### src/rtl/i2c_rx_pkg.sv
`timescale 1ns/1ps
package i2c_rx_pkg;

    localparam int BYTE_W  = 8;
    localparam int REG_AW  = 3;
    localparam int OWN_W   = 10;
    localparam int CNT_W   = $clog2(BYTE_W + 1);

    typedef enum logic [REG_AW-1:0] {
        RA_CTRL  = 3'd0,
        RA_ALO   = 3'd1,
        RA_AHI   = 3'd2,
        RA_STAT1 = 3'd3,
        RA_STAT2 = 3'd4,
        RA_DATA  = 3'd5
    } reg_addr_e;

    typedef struct packed {
        logic ten;
        logic ie;
        logic en;
    } ctrl_t;

    typedef struct packed {
        logic stop;
        logic rxne;
        logic addr;
    } flags_t;

    typedef struct packed {
        logic set_addr;
        logic set_stop;
        logic load;
    } rx_evt_t;

    typedef enum logic [2:0] {
        ST_IDLE,
        ST_SHIFT,
        ST_BYTE_END,
        ST_ACK,
        ST_HOLD_ADDR,
        ST_HOLD_DATA
    } rx_state_e;

    typedef enum logic [1:0] {
        BK_ADDR7,
        BK_HDR10,
        BK_ADDR10,
        BK_DATA
    } byte_kind_e;

    function automatic logic match7(input logic [BYTE_W-1:0] b, input logic [6:0] own);
        return (b[7:1] == own) && !b[0];
    endfunction

    function automatic logic match_hdr(input logic [BYTE_W-1:0] b, input logic [1:0] hi);
        return (b[7:3] == 5'b11110) && (b[2:1] == hi) && !b[0];
    endfunction

endpackage

### src/rtl/i2c_rx_sync.sv
`timescale 1ns/1ps
module i2c_rx_sync #(
    parameter int STAGES = 2
) (
    input  logic clk,
    input  logic rst,
    input  logic scl_i,
    input  logic sda_i,
    output logic sda_s,
    output logic scl_rise,
    output logic scl_fall,
    output logic start_det,
    output logic stop_det
);
    logic [STAGES-1:0] scl_ff;
    logic [STAGES-1:0] sda_ff;
    logic              scl_q;
    logic              sda_q;
    logic              scl_s;

    // Synchronizer chain: stage 0 takes the pin, each later stage the one before.
    for (genvar g = 0; g < STAGES; g++) begin : g_stage
        always_ff @(posedge clk) begin
            if (rst) begin
                scl_ff[g] <= 1'b1;
                sda_ff[g] <= 1'b1;
            end else if (g == 0) begin
                scl_ff[g] <= scl_i;
                sda_ff[g] <= sda_i;
            end else begin
                scl_ff[g] <= scl_ff[(g == 0) ? 0 : g-1];
                sda_ff[g] <= sda_ff[(g == 0) ? 0 : g-1];
            end
        end
    end

    assign scl_s = scl_ff[STAGES-1];
    assign sda_s = sda_ff[STAGES-1];

    always_ff @(posedge clk) begin
        if (rst) begin
            scl_q <= 1'b1;
            sda_q <= 1'b1;
        end else begin
            scl_q <= scl_s;
            sda_q <= sda_s;
        end
    end

    assign scl_rise  =  scl_s && !scl_q;
    assign scl_fall  = !scl_s &&  scl_q;
    assign start_det =  scl_s &&  scl_q &&  sda_q && !sda_s;
    assign stop_det  =  scl_s &&  scl_q && !sda_q &&  sda_s;

endmodule

### src/rtl/i2c_rx_engine.sv
`timescale 1ns/1ps
module i2c_rx_engine
    import i2c_rx_pkg::*;
(
    input  logic              clk,
    input  logic              rst,
    input  logic              en,
    input  logic              ten,
    input  logic [OWN_W-1:0]  own,
    input  logic              addr_pending,
    input  logic              rxne_pending,
    input  logic              sda_s,
    input  logic              scl_rise,
    input  logic              scl_fall,
    input  logic              start_det,
    input  logic              stop_det,
    output rx_evt_t           evt,
    output logic [BYTE_W-1:0] rx_byte,
    output logic              scl_hold,
    output logic              sda_hold,
    output logic              addressed
);
    rx_state_e         st;
    byte_kind_e        kind;
    logic [CNT_W-1:0]  bitcnt;
    logic [BYTE_W-1:0] sreg;
    logic              addr_done;

    always_ff @(posedge clk) begin
        if (rst) begin
            st        <= ST_IDLE;
            kind      <= BK_ADDR7;
            bitcnt    <= '0;
            sreg      <= '0;
            addr_done <= 1'b0;
            addressed <= 1'b0;
            evt       <= '0;
        end else begin
            evt <= '0;
            if (!en) begin
                st        <= ST_IDLE;
                addressed <= 1'b0;
            end else if (stop_det) begin
                if (addressed) evt.set_stop <= 1'b1;
                addressed <= 1'b0;
                st        <= ST_IDLE;
            end else if (start_det) begin
                st        <= ST_SHIFT;
                bitcnt    <= '0;
                addr_done <= 1'b0;
                kind      <= ten ? BK_HDR10 : BK_ADDR7;
            end else begin
                case (st)
                    ST_SHIFT: if (scl_rise) begin
                        sreg   <= {sreg[BYTE_W-2:0], sda_s};
                        bitcnt <= bitcnt + 1'b1;
                        if (bitcnt == CNT_W'(BYTE_W-1)) st <= ST_BYTE_END;
                    end
                    ST_BYTE_END: if (scl_fall) begin
                        bitcnt    <= '0;
                        addr_done <= 1'b0;
                        case (kind)
                            BK_ADDR7: begin
                                if (match7(sreg, own[6:0])) begin
                                    st           <= ST_ACK;
                                    evt.set_addr <= 1'b1;
                                    addressed    <= 1'b1;
                                    addr_done    <= 1'b1;
                                    kind         <= BK_DATA;
                                end else begin
                                    st <= ST_IDLE;
                                end
                            end
                            BK_HDR10: begin
                                if (match_hdr(sreg, own[9:8])) begin
                                    st   <= ST_ACK;
                                    kind <= BK_ADDR10;
                                end else begin
                                    st <= ST_IDLE;
                                end
                            end
                            BK_ADDR10: begin
                                if (sreg == own[7:0]) begin
                                    st           <= ST_ACK;
                                    evt.set_addr <= 1'b1;
                                    addressed    <= 1'b1;
                                    addr_done    <= 1'b1;
                                    kind         <= BK_DATA;
                                end else begin
                                    st <= ST_IDLE;
                                end
                            end
                            BK_DATA: begin
                                if (rxne_pending) begin
                                    st <= ST_HOLD_DATA;
                                end else begin
                                    st       <= ST_ACK;
                                    evt.load <= 1'b1;
                                end
                            end
                            default: st <= ST_IDLE;
                        endcase
                    end
                    ST_ACK: if (scl_fall) begin
                        st <= (addr_done && addr_pending) ? ST_HOLD_ADDR : ST_SHIFT;
                    end
                    ST_HOLD_ADDR: if (!addr_pending) st <= ST_SHIFT;
                    ST_HOLD_DATA: if (!rxne_pending) begin
                        st       <= ST_ACK;
                        evt.load <= 1'b1;
                    end
                    default: ;
                endcase
            end
        end
    end

    assign rx_byte  = sreg;
    assign scl_hold = (st == ST_HOLD_ADDR) || (st == ST_HOLD_DATA);
    // SDA is already driven low while a full data register stalls the byte,
    // so releasing SCL never coincides with an SDA edge.
    assign sda_hold = (st == ST_ACK) || (st == ST_HOLD_DATA);

endmodule

### src/rtl/i2c_rx_regs.sv
`timescale 1ns/1ps
module i2c_rx_regs
    import i2c_rx_pkg::*;
(
    input  logic              clk,
    input  logic              rst,
    input  logic [REG_AW-1:0] reg_sel,
    input  logic              reg_rd,
    input  logic              reg_wr,
    input  logic [BYTE_W-1:0] reg_wdata,
    output logic [BYTE_W-1:0] reg_rdata,
    input  rx_evt_t           evt,
    input  logic [BYTE_W-1:0] rx_byte,
    input  logic              addressed,
    output ctrl_t             ctrl,
    output logic [OWN_W-1:0]  own,
    output flags_t            flags
);
    logic [BYTE_W-1:0] data_q;
    logic              armed;
    logic              snap_addr;
    logic              snap_stop;
    logic              rd_stat1;
    logic              clr_addr;
    logic              clr_stop;
    logic              clr_rxne;

    assign rd_stat1 = reg_rd && (reg_sel == RA_STAT1);
    assign clr_addr = reg_rd && (reg_sel == RA_STAT2) && armed && snap_addr;
    assign clr_stop = reg_wr && (reg_sel == RA_CTRL)  && armed && snap_stop;
    assign clr_rxne = reg_rd && (reg_sel == RA_DATA);

    always_ff @(posedge clk) begin
        if (rst) begin
            ctrl      <= '0;
            own       <= '0;
            flags     <= '0;
            data_q    <= '0;
            armed     <= 1'b0;
            snap_addr <= 1'b0;
            snap_stop <= 1'b0;
        end else begin
            if (rd_stat1) begin
                armed     <= 1'b1;
                snap_addr <= flags.addr;
                snap_stop <= flags.stop;
            end else if (reg_rd || reg_wr) begin
                armed <= 1'b0;
            end

            if (reg_wr) begin
                case (reg_sel)
                    RA_CTRL: ctrl      <= ctrl_t'(reg_wdata[2:0]);
                    RA_ALO:  own[7:0]  <= reg_wdata;
                    RA_AHI:  own[9:8]  <= reg_wdata[1:0];
                    default: ;
                endcase
            end

            // New events take priority over a clear in the same cycle.
            flags.addr <= evt.set_addr || (flags.addr && !clr_addr);
            flags.stop <= evt.set_stop || (flags.stop && !clr_stop);
            flags.rxne <= evt.load     || (flags.rxne && !clr_rxne);
            if (evt.load) data_q <= rx_byte;
        end
    end

    always_comb begin
        case (reg_sel)
            RA_CTRL:  reg_rdata = {5'b0, ctrl};
            RA_ALO:   reg_rdata = own[7:0];
            RA_AHI:   reg_rdata = {6'b0, own[9:8]};
            RA_STAT1: reg_rdata = {5'b0, flags};
            RA_STAT2: reg_rdata = {7'b0, addressed};
            RA_DATA:  reg_rdata = data_q;
            default:  reg_rdata = '0;
        endcase
    end

endmodule

### src/rtl/i2c_rx_target.sv
`timescale 1ns/1ps
module i2c_rx_target
    import i2c_rx_pkg::*;
#(
    parameter int SYNC_STAGES = 2
) (
    input  logic              clk,
    input  logic              rst,
    input  logic [REG_AW-1:0] reg_sel,
    input  logic              reg_rd,
    input  logic              reg_wr,
    input  logic [BYTE_W-1:0] reg_wdata,
    output logic [BYTE_W-1:0] reg_rdata,
    input  logic              scl_i,
    input  logic              sda_i,
    output logic              scl_pull_low,
    output logic              sda_pull_low,
    output logic              irq
);
    logic              sda_s;
    logic              scl_rise;
    logic              scl_fall;
    logic              start_det;
    logic              stop_det;
    rx_evt_t           evt;
    logic [BYTE_W-1:0] rx_byte;
    logic              addressed;
    ctrl_t             ctrl;
    logic [OWN_W-1:0]  own;
    flags_t            flags;

    i2c_rx_sync #(.STAGES(SYNC_STAGES)) sync_i (
        .clk       (clk),
        .rst       (rst),
        .scl_i     (scl_i),
        .sda_i     (sda_i),
        .sda_s     (sda_s),
        .scl_rise  (scl_rise),
        .scl_fall  (scl_fall),
        .start_det (start_det),
        .stop_det  (stop_det)
    );

    i2c_rx_engine engine_i (
        .clk          (clk),
        .rst          (rst),
        .en           (ctrl.en),
        .ten          (ctrl.ten),
        .own          (own),
        .addr_pending (flags.addr),
        .rxne_pending (flags.rxne),
        .sda_s        (sda_s),
        .scl_rise     (scl_rise),
        .scl_fall     (scl_fall),
        .start_det    (start_det),
        .stop_det     (stop_det),
        .evt          (evt),
        .rx_byte      (rx_byte),
        .scl_hold     (scl_pull_low),
        .sda_hold     (sda_pull_low),
        .addressed    (addressed)
    );

    i2c_rx_regs regs_i (
        .clk       (clk),
        .rst       (rst),
        .reg_sel   (reg_sel),
        .reg_rd    (reg_rd),
        .reg_wr    (reg_wr),
        .reg_wdata (reg_wdata),
        .reg_rdata (reg_rdata),
        .evt       (evt),
        .rx_byte   (rx_byte),
        .addressed (addressed),
        .ctrl      (ctrl),
        .own       (own),
        .flags     (flags)
    );

    assign irq = ctrl.ie && (flags != '0);

endmodule

### config.mk
export PLATFORM = sky130hd
export DESIGN_NAME = i2c_rx_target
export DESIGN_NICKNAME = d
export VERILOG_FILES = /design/src/rtl/i2c_rx_pkg.sv /design/src/rtl/i2c_rx_sync.sv /design/src/rtl/i2c_rx_engine.sv /design/src/rtl/i2c_rx_regs.sv /design/src/rtl/i2c_rx_target.sv
export SDC_FILE = /design/constraint.sdc
export NUM_CORES = 1
export LEC_CHECK = 0
export BUFFER_PORTS_ARGS = -buffer_cell sky130_fd_sc_hd__clkbuf_2
export CAP_MARGIN = 20
export CORE_UTILIZATION = 40
export CTS_CLUSTER_SIZE = 28
export DETAILED_ROUTE_END_ITERATION = 8
export PLACE_DENSITY = 0.63
export RECOVER_POWER = 100
export SYNTH_ARGS = -nofsm -noshare
export SYNTH_HDL_FRONTEND = slang
export SYNTH_SLANG_ARGS = --single-unit
### constraint.sdc
create_clock -name clk -period 1.9 [get_ports clk]
set_clock_uncertainty 0.2 [all_clocks]
set_input_delay 0.38 -clock clk [delete_from_list [all_inputs] [get_ports clk]]
set_output_delay 0.38 -clock clk [all_outputs]
set_load 0.05 [all_outputs]
==> impl_metrics.csv <==
group,metric,value,unit
clocking,root_buffer,"clkbuf_8",
die,dieHeight,84.7,µm
finish,nets,367,
timing,timing.final.ws_setup,-0.194,ns
placed_design,place.gp.congestion,0.854,
timing,fin_crit,2.09,ns
placed_design,port_buffers,27,
drt,vias,2239,
die,floorplan.initialDensity,42.3,%
yosys,synth-edff-count,0,
yosys,ys_types,55,
yosys,ys_ff_latch,55,
drt,ant_nets,0,
yosys,async_flop_share,0,%
setup_path,start_kind,"flip-flop",
timing,finalCritPeriodShare,110,%
setup_path,path_cells,"mux4_2 -> a22o_4 -> buf_8",
yosys,synth_nets,319,
timing,timing.hold.ws,0.0470,ns
placed_design,dp_slack,-0.154,ns
timing,setup_viol,7,
timing,maxSlewHeadroom,52.8,%
min_path,hold_class,"in2reg",
setup_path,critical-path-top-delay-family,"multiplexers",
clocking,cts_hold_buf,0,
die,rows,29,
die,coreArea,6460,µm²
yosys,synth_warnings,0,
placed_design,dp_hpwl,4.56,mm
pwr,p_switching,0.487,mW
timing,tightestPinTransition,0.708,ns
setup_path,required,1.32,ns
yosys,synthFlopType,"dfxtp_1",
drt,wirelength,6.15,mm
pwr,p_int,1.57,mW
global_routing,grt_use_total,18.0,%
clocking,numCtsBuffers,5,
yosys,syn-cell-area,2730,µm²
placed_design,place_area,3200,µm²
pwr,combPwrFrac,8.3,%
clocking,clkLatencyLatePin,0.31,ns
outcome,violations,"setup timing",
global_routing,grt_max_degree,30,
setup_path,crit_fanout,2,
setup_path,path_class,"reg2out",
finish,fillCellCount,611,
pwr,clkPwrFrac,34.6,%
finish,multi_input_area,1600,µm²
yosys,synth_seq_area_share,40.3,%
die,dieWidth,84.7,µm
finish,area_growth,23.7,%
drt,wl_per_cell,14.4,µm
clocking,htreeDepth,2,
setup_path,critPathMaxStageDelay,0.48,ns
timing,hold_viol,0,
drt,firstDrtPassIters,6,
timing,drv_slew,0,
drt,drt_iter0_markers,105,
global_routing,grt_pass1_vias,2154,
global_routing,grt-ovfl-total,0,
finish,antenna-diode-count,0,
setup_path,end_kind,"primary output",
setup_path,worst-path-buf-inv,1,
timing,max_freq,0.477,GHz
clocking,clkTransAtPathRegs,0.10,ns
pwr,leakage,1.31,nW
timing,rsz0062_at_grt,"true",
clocking,clock_path_buffers,2,
pwr,p_seq_share,57.1,%
drt,drc_errors,0,
clocking,cts_tree,"yes",
finish,drive_gt1_share,27.4,%
drt,vias_per_cell,5.24,
finish,finalInstanceArea,3380,µm²
global_routing,antenna_found_initial,0,
die,fp.dieArea,7170,µm²
outcome,outcome,"finished with violations",
finish,regArea,1110,µm²
pwr,p_per_area,608,nW/µm²
setup_path,arrival,1.51,ns
setup_path,worst_path_max_delay_cell,"mux4_2",
clocking,clkSinkCount,55,
yosys,synth_cells,301,
timing,setup_tns,-0.541,ns
job,drv_cap,0,
pwr,total_power,2.06,mW
global_routing,grt_pass1_wl,10.3,mm
pwr,ir_drop,0.277,mV
yosys,avgSynthCellArea,9.08,µm²
die,ios,28,
pwr,swShare,23.7,%
-- cell families (layout without fill, tap and decap cells) --
logic type	Yosys count	after routing	share of synthesized area (%)
buffers and inverters	25	74	4.16
xor gates and xnor gates	20	20	6.41
and+or+nand+nor	123	123	23.4
adders and majority gates	1	1	0.458
muxes	42	42	15.8
AOI/OAI and AO/OA	35	35	9.47
DFF	55	55	40.3
-- sequential cells by signal, summed over array words and instances (netlist names), 2 cells and up --
register,count
regs_i.own,10
engine_i.rx_byte,8
regs_i.data_q,8
engine_i.bitcnt,4
engine_i.evt,3
engine_i.st,3
regs_i.ctrl,3
regs_i.flags,3
engine_i.kind,2
-- layer usage --
| layer | part of all wire (%) | track usage, % | up-vias |
|---|---|---|---|
| met5 | 0 | 0 | - |
| met4 | 1.3 | 5.08 | 0 |
| met3 | 3.6 | 3.74 | 6 |
| met2 | 46 | 28.8 | 42 |
| met1 | 49 | 24.5 | 1048 |
| li1 | - | - | 1143 |
-- placed cells by master (no fill, tap or decap), drive strengths merged, types with 3 or more instances in the layout --
cell type	instances
nand4	8
nor2	53
mux2i	41
nand2b	3
or2	6
clkbuf	36
dfxtp	55
xor2	3
xnor2	17
nand2	17
a21oi	6
nand3	7
o211ai	5
o21ai	8
nand4bb	3
inv	5
nor3	9
buf	32
nor2b	5
-- cell usage after synthesis (all sizes together), types with 2 or more instances --
| library cell | n | area, µm² |
|---|---|---|
| nor2 | 53 | 201 |
| nor2b | 5 | 31.3 |
| a21oi | 6 | 41.3 |
| a31oi | 2 | 12.5 |
| o211ai | 5 | 37.5 |
| mux2i | 41 | 410 |
| nand4b | 2 | 23.8 |
| clkbuf | 13 | 48.8 |
| xnor2 | 17 | 149 |
| dfxtp | 55 | 1100 |
| xor2 | 3 | 26.3 |
| or2 | 6 | 37.5 |
| o21ai | 8 | 40.0 |
| nand2b | 3 | 26.3 |
| nand4bb | 3 | 33.8 |
| nand2 | 17 | 66.3 |
| o31ai | 2 | 15.0 |
| nor4 | 2 | 12.5 |
| nor3 | 9 | 50.1 |
| buf | 7 | 46.3 |
| nand3 | 7 | 35.0 |
| nand4 | 8 | 50.1 |
| inv | 5 | 18.8 |
-- repair_timing --
| item | in CTS | in global routing |
|---|---|---|
| gates resized for setup | 19 | 18 |
| endpoints found under the setup margin | 9 | 11 |
| pin swaps | 0 | 1 |
| buffers inserted | 1 | 4 |
-- metrics by stage --
stage               cells  util, %
floorplan             301        -
global placement      414     49.5
detailed placement    414     49.5
CTS                   423     52.1
global route          427     52.3
finish                427     52.3
-- cell type report --
cell class	instances	area share [%]
Multi-Input combinational cell	221	47.4
Sequential cell	55	32.9
Clock buffer	7	2.85
Tap cell	77	2.85
Clock inverter	1	0.222
Inverter	5	0.555
Timing Repair Buffer	61	13.2
-- power groups by stage --
stage | logic [mW] | registers, mW | clock network, mW
floorplan | 0.103 | 1.20 | 0
global placement | 0.166 | 1.20 | 0
detailed placement | 0.168 | 1.20 | 0
CTS | 0.174 | 1.17 | 0.735
global route | 0.187 | 1.18 | 0.791
finish | 0.171 | 1.17 | 0.711
-- worst paths after layout --
check / start / endpoint / slack [ns] / cells after the start
max: regs_i.flags[0]$_SDFF_PP0_ / reg_rdata[0] / -0.19 / 3
min: scl_i / sync_i.scl_ff[0]$_SDFF_PP1_ / 0.05 / 2
max reg2reg: engine_i.rx_byte[6]$_SDFFE_PP0P_ / engine_i.evt[2]$_SDFF_PP0_ / 0.03 / 5
min reg2reg: sync_i.sda_ff[0]$_SDFF_PP1_ / sync_i.sda_s$_SDFF_PP1_ / 0.22 / 1
Power figures use the tool's default switching activity.
